**src/rtl/psa_pkg.sv**
```systemverilog
package psa_pkg;

    typedef enum logic [1:0] {
        MODE_WRAP     = 2'b00,
        MODE_SSAT     = 2'b01,
        MODE_USAT     = 2'b10,
        MODE_WRAP_ALT = 2'b11
    } psa_mode_e;

endpackage

```
**src/rtl/psa_lane_add.sv**
```systemverilog
// One lane slice of the shared carry chain.
module psa_lane_add #(
    parameter int LANE_W = 16
) (
    input  logic [LANE_W-1:0] a_i,
    input  logic [LANE_W-1:0] bx_i,
    input  logic              cin_i,
    output logic [LANE_W-1:0] sum_o,
    output logic              cout_o
);
    logic [LANE_W:0] full;

    always_comb begin
        full   = {1'b0, a_i} + {1'b0, bx_i} + {{LANE_W{1'b0}}, cin_i};
        sum_o  = full[LANE_W-1:0];
        cout_o = full[LANE_W];
    end
endmodule

```
**src/rtl/psa_lane_sat.sv**
```systemverilog
// Per-lane overflow policy, driven from the raw chain outputs.
module psa_lane_sat
    import psa_pkg::*;
#(
    parameter int LANE_W = 16
) (
    input  logic              en_i,
    input  psa_mode_e         mode_i,
    input  logic              sub_i,
    input  logic              a_msb_i,
    input  logic              bx_msb_i,
    input  logic [LANE_W-1:0] sum_i,
    input  logic              cout_i,
    output logic [LANE_W-1:0] res_o,
    output logic              flag_o
);
    localparam logic [LANE_W-1:0] SMAX = {1'b0, {(LANE_W-1){1'b1}}};
    localparam logic [LANE_W-1:0] SMIN = {1'b1, {(LANE_W-1){1'b0}}};
    localparam logic [LANE_W-1:0] UMAX = {LANE_W{1'b1}};
    localparam logic [LANE_W-1:0] UMIN = '0;

    logic       s_pos_ovf;
    logic       s_neg_ovf;
    logic [1:0] hi;
    logic       u_neg;
    logic       u_over;

    always_comb begin
        // Signed: operands agree in sign but sum sign differs.
        s_pos_ovf = !a_msb_i && !bx_msb_i &&  sum_i[LANE_W-1];
        s_neg_ovf =  a_msb_i &&  bx_msb_i && !sum_i[LANE_W-1];
        // Mixed: top two bits of an (LANE_W+2)-bit intermediate.
        hi     = {a_msb_i, a_msb_i} + {sub_i, sub_i} + {1'b0, cout_i};
        u_neg  = hi[1];
        u_over = !hi[1] && hi[0];

        res_o  = sum_i;
        flag_o = 1'b0;
        if (en_i) begin
            unique case (mode_i)
                MODE_SSAT: begin
                    if (s_pos_ovf) begin
                        res_o  = SMAX;
                        flag_o = 1'b1;
                    end else if (s_neg_ovf) begin
                        res_o  = SMIN;
                        flag_o = 1'b1;
                    end
                end
                MODE_USAT: begin
                    if (u_neg) begin
                        res_o  = UMIN;
                        flag_o = 1'b1;
                    end else if (u_over) begin
                        res_o  = UMAX;
                        flag_o = 1'b1;
                    end
                end
                default: begin
                    res_o  = sum_i;
                    flag_o = 1'b0;
                end
            endcase
        end
    end
endmodule

```
**src/rtl/psa_addsub.sv**
```systemverilog
module psa_addsub
    import psa_pkg::*;
#(
    parameter int LANES     = 4,
    parameter int LANE_W    = 16,
    parameter bit PARTITION = 1'b1,
    parameter bit OUT_REG   = 1'b1
) (
    input  logic                      clk,
    input  logic                      rst_n,
    input  logic                      in_valid,
    input  logic                      op_sub,
    input  logic [1:0]                mode,
    input  logic [LANES*LANE_W-1:0]   opa,
    input  logic [LANES*LANE_W-1:0]   opb,
    output logic                      out_valid,
    output logic [LANES*LANE_W-1:0]   result,
    output logic [LANES-1:0]          sat_flags
);
    localparam int W = LANES * LANE_W;

    typedef struct packed {
        logic             valid;
        logic [W-1:0]     data;
        logic [LANES-1:0] flags;
    } out_t;

    psa_mode_e        mode_e;
    logic [W-1:0]     bx;
    logic [LANES:0]   carry;
    logic [W-1:0]     raw_sum;
    logic [W-1:0]     lane_res;
    logic [LANES-1:0] lane_flag;

    assign mode_e   = psa_mode_e'(mode);
    assign bx       = op_sub ? ~opb : opb;
    assign carry[0] = op_sub;

    for (genvar i = 0; i < LANES; i++) begin : g_lane
        logic cin;
        logic cout;

        if (PARTITION) begin : g_cut
            assign cin = op_sub;
        end else begin : g_chain
            assign cin = carry[i];
        end

        psa_lane_add #(.LANE_W(LANE_W)) u_add (
            .a_i   (opa[i*LANE_W +: LANE_W]),
            .bx_i  (bx[i*LANE_W +: LANE_W]),
            .cin_i (cin),
            .sum_o (raw_sum[i*LANE_W +: LANE_W]),
            .cout_o(cout)
        );
        assign carry[i+1] = cout;

        psa_lane_sat #(.LANE_W(LANE_W)) u_sat (
            .en_i    (PARTITION),
            .mode_i  (mode_e),
            .sub_i   (op_sub),
            .a_msb_i (opa[i*LANE_W + LANE_W-1]),
            .bx_msb_i(bx[i*LANE_W + LANE_W-1]),
            .sum_i   (raw_sum[i*LANE_W +: LANE_W]),
            .cout_i  (cout),
            .res_o   (lane_res[i*LANE_W +: LANE_W]),
            .flag_o  (lane_flag[i])
        );
    end

    out_t out_d;
    out_t out_q;

    if (OUT_REG) begin : g_reg
        always_comb begin
            out_d       = out_q;
            out_d.valid = in_valid;
            if (in_valid) begin
                out_d.data  = lane_res;
                out_d.flags = lane_flag;
            end
        end

        always_ff @(posedge clk or negedge rst_n) begin
            if (!rst_n) begin
                out_q <= '0;
            end else begin
                out_q <= out_d;
            end
        end
    end else begin : g_comb
        always_comb begin
            out_d.valid = in_valid;
            out_d.data  = lane_res;
            out_d.flags = lane_flag;
            out_q       = rst_n ? out_d : '0;
        end
    end

    assign out_valid = out_q.valid;
    assign result    = out_q.data;
    assign sat_flags = out_q.flags;

endmodule

```
**config.mk**
```make
export PLATFORM = sky130hd
export DESIGN_NAME = psa_addsub
export DESIGN_NICKNAME = d
export VERILOG_FILES = /design/src/rtl/psa_pkg.sv /design/src/rtl/psa_lane_add.sv /design/src/rtl/psa_lane_sat.sv /design/src/rtl/psa_addsub.sv
export SDC_FILE = /design/constraint.sdc
export NUM_CORES = 1
export LEC_CHECK = 0
export ABC_CLOCK_PERIOD_IN_PS = 1000
export BUFFER_PORTS_ARGS = -buffer_cell sky130_fd_sc_hd__buf_2
export CAP_MARGIN = 20
export CORE_MARGIN = 5
export CORE_UTILIZATION = 35
export DETAILED_ROUTE_END_ITERATION = 10
export RECOVER_POWER = 100
export SETUP_SLACK_MARGIN = 0.3
export SLEW_MARGIN = 0
export SYNTH_ARGS = -nofsm -noshare
export SYNTH_HDL_FRONTEND = slang
export SYNTH_SLANG_ARGS = --single-unit
```
**constraint.sdc**
```tcl
create_clock -name clk -period 1 [get_ports clk]
set_input_delay 0.2 -clock clk [delete_from_list [all_inputs] [get_ports clk]]
set_output_delay 0.2 -clock clk [all_outputs]
set_load 0.005 [all_outputs]
```
==> impl_summary.txt <==
----------------------------------------------------
[STA]
  Endpoints failing setup ... 137
  Period utilization ... 3.33
  Setup repair after global routing missed its margin ... yes
  Aggregate negative setup slack ... -153.23 ns
  Number of pins with negative max-slew slack in the final report ... 0
  Hold Worst Slack ... -0.0482 ns
  Clock skew after layout ... 0 ns
  Final critical-path required period ... 3.33 ns
  Actual transition at the worst max-transition pin ... 0.869 ns
  Count of endpoints failing hold in the final timing report ... 11
  Peak Freq ... 0.300 GHz
  Worst slew slack as a fraction of its limit ... 0.420
  Post-route worst setup slack ... -2.33 ns

[Setup path]
  Worst setup SP type ... input port
  WS Path Type ... input port to flop
  Depth of the worst register-to-register path ... 4
  Terminus of the critical flop-to-flop path ... result[57]
  Maximum fanout encountered on the critical timing path ... 6
  Crit path DAT ... 3.57 ns
  Element type at the critical path end ... flop
  Crit Reg-Reg Startpoint ... result[57]
  Setup slack, reg-to-reg ... 0.01 ns
  Worst EP required ... 1.25 ns

[Global route]
  Global-route wire length before repair ... 39500 um
  GRT Total Usage ... 0.216
  Number of global-route vias before repair ... 8125
  Congestion Overflow GR ... 0
  Pin count of the biggest net entering global routing ... 33
  Number of antenna violations at the first check in global routing ... 1

[Die]
  Placeable Area ... 19600 um^2
  Die Span Y ... 151 um
  Floorplan die width ... 151 um
  Effective utilization at floorplan ... 0.357
  Number of placement rows ... 51
  Boundary Pins ... 203
  Die Outline Area ... 22900 um^2

[Clock tree]
  Clock insertion delay at the later pin of the skew report ... 0.34 ns
  Clock-pin slew on the worst setup and hold paths ... 0.06 ns
  CTS Buffer Depth ... 2
  Cell at the root of the clock tree ... sky130_fd_sc_hd__clkbuf_16
  Clock sink total ... 69
  Number of CTS-inserted buffers ... 9
  H-tree Lvls ... 3
  TritonCTS clock tree ... done

[Power]
  LEAKAGE ... 6.10 nW
  Max IR drop VDD ... 0.668 mV
  Pwr Density ... 1400 nW/um^2

[Place]
  Cell count after placement ... 1516
  Count of input and output buffers ... 202
  HPWL after detailed placement ... 18700 um
  Routability congestion estimate from global placement ... 0.904
  Dpl ws ... -2.82 ns

[Synthesis]
  Mean instance size in the synthesized netlist ... 8.58 um^2
  Number of enable-type register cells in the synthesized netlist ... 0
  Synthesis-stage register bit count ... 69
  Warning count from the yosys run ... 0
  Number of nets in the synthesized netlist ... 1028
  Portion of the post-synthesis area used by sequential elements ... 0.247
  Multiplexer share of the synthesized area ... 0.0150
  FFs w/ async S/R, synth ... 1.00
  Fraction of the mapped netlist area in simple logic gates ... 0.171
  Number of library cell types mapped by synthesis ... 71
  Primary FF master, synth ... sky130_fd_sc_hd__dfrtp_1
  Cell count after synthesis ... 816
  Xor and xnor fraction of the mapped netlist area ... 0.141
  Adder-Cell Fraction of Synth Area ... 0.152
  Main combinational cell family by area after synthesis ... compound AO/OA/AOI/OAI gates
  Area fraction in compound gates after synthesis ... 0.232
  Post-Syn Area ... 7000 um^2

[Final layout]
  Post-route core utilization ... 0.626
  Synthesis-to-finish area growth ... 75.3%
  Final layout net count ... 1583
  Share of final-layout standard cells stronger than drive strength 1 ... 0.523
  Final cell count without fillers ... 1641
  Number of antenna diodes ... 0
  Fillers ... 1765

[Status]
  Violated checks ... hold timing, setup timing
  Outcome ... finished, violations left

[Detailed routing]
  Sum of routed wire length over all layers ... 25600 um
  WL per Instance ... 15.6 um
  Iteration-0 DRC Markers ... 269
  DRC violations left ... 0
  Via count ... 8110
  Drt first pass iters ... 4
  DRT antenna net count ... 0
  Number of vias per cell ... 4.94

[Hold path]
  Hold/Removal Path Class ... input port to asynchronous set/reset pin

[Flow run]
  Max Cap Viol ... 0

----------------------------------------------------
## metal layers
layer	routed length, um	part of all wire	up-vias	GRT usage
met4	550	0.022	2	0.0739
li1	-	-	4072	-
met5	7	0.00027	-	0
met1	11100	0.44	3803	0.278
met3	1300	0.051	36	0.0341
met2	12600	0.49	197	0.368
## report_power, final
part	leakage [nW]	switching, W	internal, W
registers	0.847	0.000435	0.00345
logic	5.10	0.00448	0.00555
clock network	0.149	0.00123	0.00198
total	6.10	0.00615	0.0110
## through the flow
| step | total power (W) | hold slack (ns) | instance area (um^2) |
|---|---|---|---|
| after global placement | 0.0117 | 0.0871 | 10400 |
| final | 0.0171 | -0.0482 | 12300 |
| after detailed placement | 0.0118 | 0.0851 | 10400 |
| after floorplan | 0.00801 | -0.0956 | 7170 |
| after global routing | 0.0183 | 0.00592 | 12300 |
| after CTS | 0.0165 | -0.282 | 11800 |
## worst max-delay path by stage
| stage | from | endpoint | slack (ns) | cells past startpoint |
|---|---|---|---|---|
| finish | op_sub | result[7] | -2.33 | 17 |
| global route | op_sub | result[41] | -2.44 | 20 |
| CTS | op_sub | result[58] | -2.21 | 17 |
| detailed placement | op_sub | result[13] | -2.82 | 14 |
| global placement | op_sub | result[11] | -2.74 | 14 |
| floorplan | op_sub | result[28] | -2.43 | 17 |
## Yosys cell counts, drive strengths merged (12+ instances only)
master,instances,area (um^2)
a311oi,13,131
and3,18,113
nand2,43,161
clkbuf,21,78.8
dfrtp,69,1730
ha,66,826
nor2,67,251
o21ai,38,198
xnor2,35,307
a21oi,70,350
xor2,78,683
o2bb2ai,27,236
a21o,16,120
nor2b,12,75.1
nor3,51,277
a31oi,22,165
nand3,13,65.1
inv,46,173
fa,12,240
## placed cells by master, fill, tap and decap left out, types with 7 or more instances in the layout
cell / instances
sky130_fd_sc_hd__buf_4: 329
sky130_fd_sc_hd__buf_2: 194
sky130_fd_sc_hd__xor2_1: 75
sky130_fd_sc_hd__dfrtp_1: 69
sky130_fd_sc_hd__ha_1: 63
sky130_fd_sc_hd__nor2_1: 58
sky130_fd_sc_hd__a21oi_1: 50
sky130_fd_sc_hd__inv_1: 44
sky130_fd_sc_hd__nand2_1: 39
sky130_fd_sc_hd__nor3_1: 36
sky130_fd_sc_hd__xnor2_1: 34
sky130_fd_sc_hd__buf_6: 32
sky130_fd_sc_hd__o21ai_0: 23
sky130_fd_sc_hd__o2bb2ai_1: 19
sky130_fd_sc_hd__a21o_1: 16
sky130_fd_sc_hd__a31oi_1: 16
sky130_fd_sc_hd__a21oi_2: 15
sky130_fd_sc_hd__nor3_2: 13
sky130_fd_sc_hd__and3_1: 11
sky130_fd_sc_hd__o21ai_1: 10
sky130_fd_sc_hd__nand3_1: 10
sky130_fd_sc_hd__nor2b_1: 9
sky130_fd_sc_hd__fa_2: 9
sky130_fd_sc_hd__clkbuf_16: 9
sky130_fd_sc_hd__or3_1: 8
sky130_fd_sc_hd__o2bb2ai_2: 8
sky130_fd_sc_hd__a311oi_1: 8
sky130_fd_sc_hd__and3_4: 7
sky130_fd_sc_hd__o21bai_1: 7
sky130_fd_sc_hd__nand4_1: 7
sky130_fd_sc_hd__buf_12: 7
## final cells by class
cell class	count	area (um^2)	share of cell area
Inverter	47	176	0.0144
Multi-Input combinational cell	673	5620	0.458
Clock inverter	5	50.0	0.00408
Clock buffer	11	243	0.0198
Tap cell	265	332	0.0270
Sequential cell	69	1730	0.141
Timing Repair Buffer	571	4130	0.336
## state kept, by name, indices dropped and copies added (netlist names)
name       flops
out_valid      1
result        64
sat_flags      4
## timing repair
action	CTS	global route
hold endpoints to repair	26	11
pin swaps	77	32
gates resized for setup	116	50
cloned	6	0
buffers inserted	72	31
endpoints found under the setup margin	137	137
## worst max-delay path: stages
cell and delay, ns:
sky130_fd_sc_hd__buf_16 0.13, sky130_fd_sc_hd__buf_12 0.14, sky130_fd_sc_hd__buf_4 0.16, sky130_fd_sc_hd__buf_4 0.14
sky130_fd_sc_hd__xor2_2 0.15, sky130_fd_sc_hd__fa_2 0.38, sky130_fd_sc_hd__a21oi_4 0.16, sky130_fd_sc_hd__o211ai_1 0.16
sky130_fd_sc_hd__nand3_2 0.14, sky130_fd_sc_hd__a31oi_4 0.10, sky130_fd_sc_hd__a21o_1 0.20, sky130_fd_sc_hd__a21oi_2 0.23
sky130_fd_sc_hd__fa_2 0.53, sky130_fd_sc_hd__buf_6 0.15, sky130_fd_sc_hd__o32ai_4 0.27, sky130_fd_sc_hd__o21ai_4 0.11
sky130_fd_sc_hd__a311oi_1 0.21
## cell families after synthesis
| group | Yosys count |
|---|---|
| AOI/OAI and AO/OA | 230 |
| buffers and inverters | 74 |
| muxes | 10 |
| adders and majority gates | 78 |
| DFF | 69 |
| xor gates and xnor gates | 113 |
| and+or+nand+nor | 242 |
Note: power is estimated with default switching activity, not from simulation.
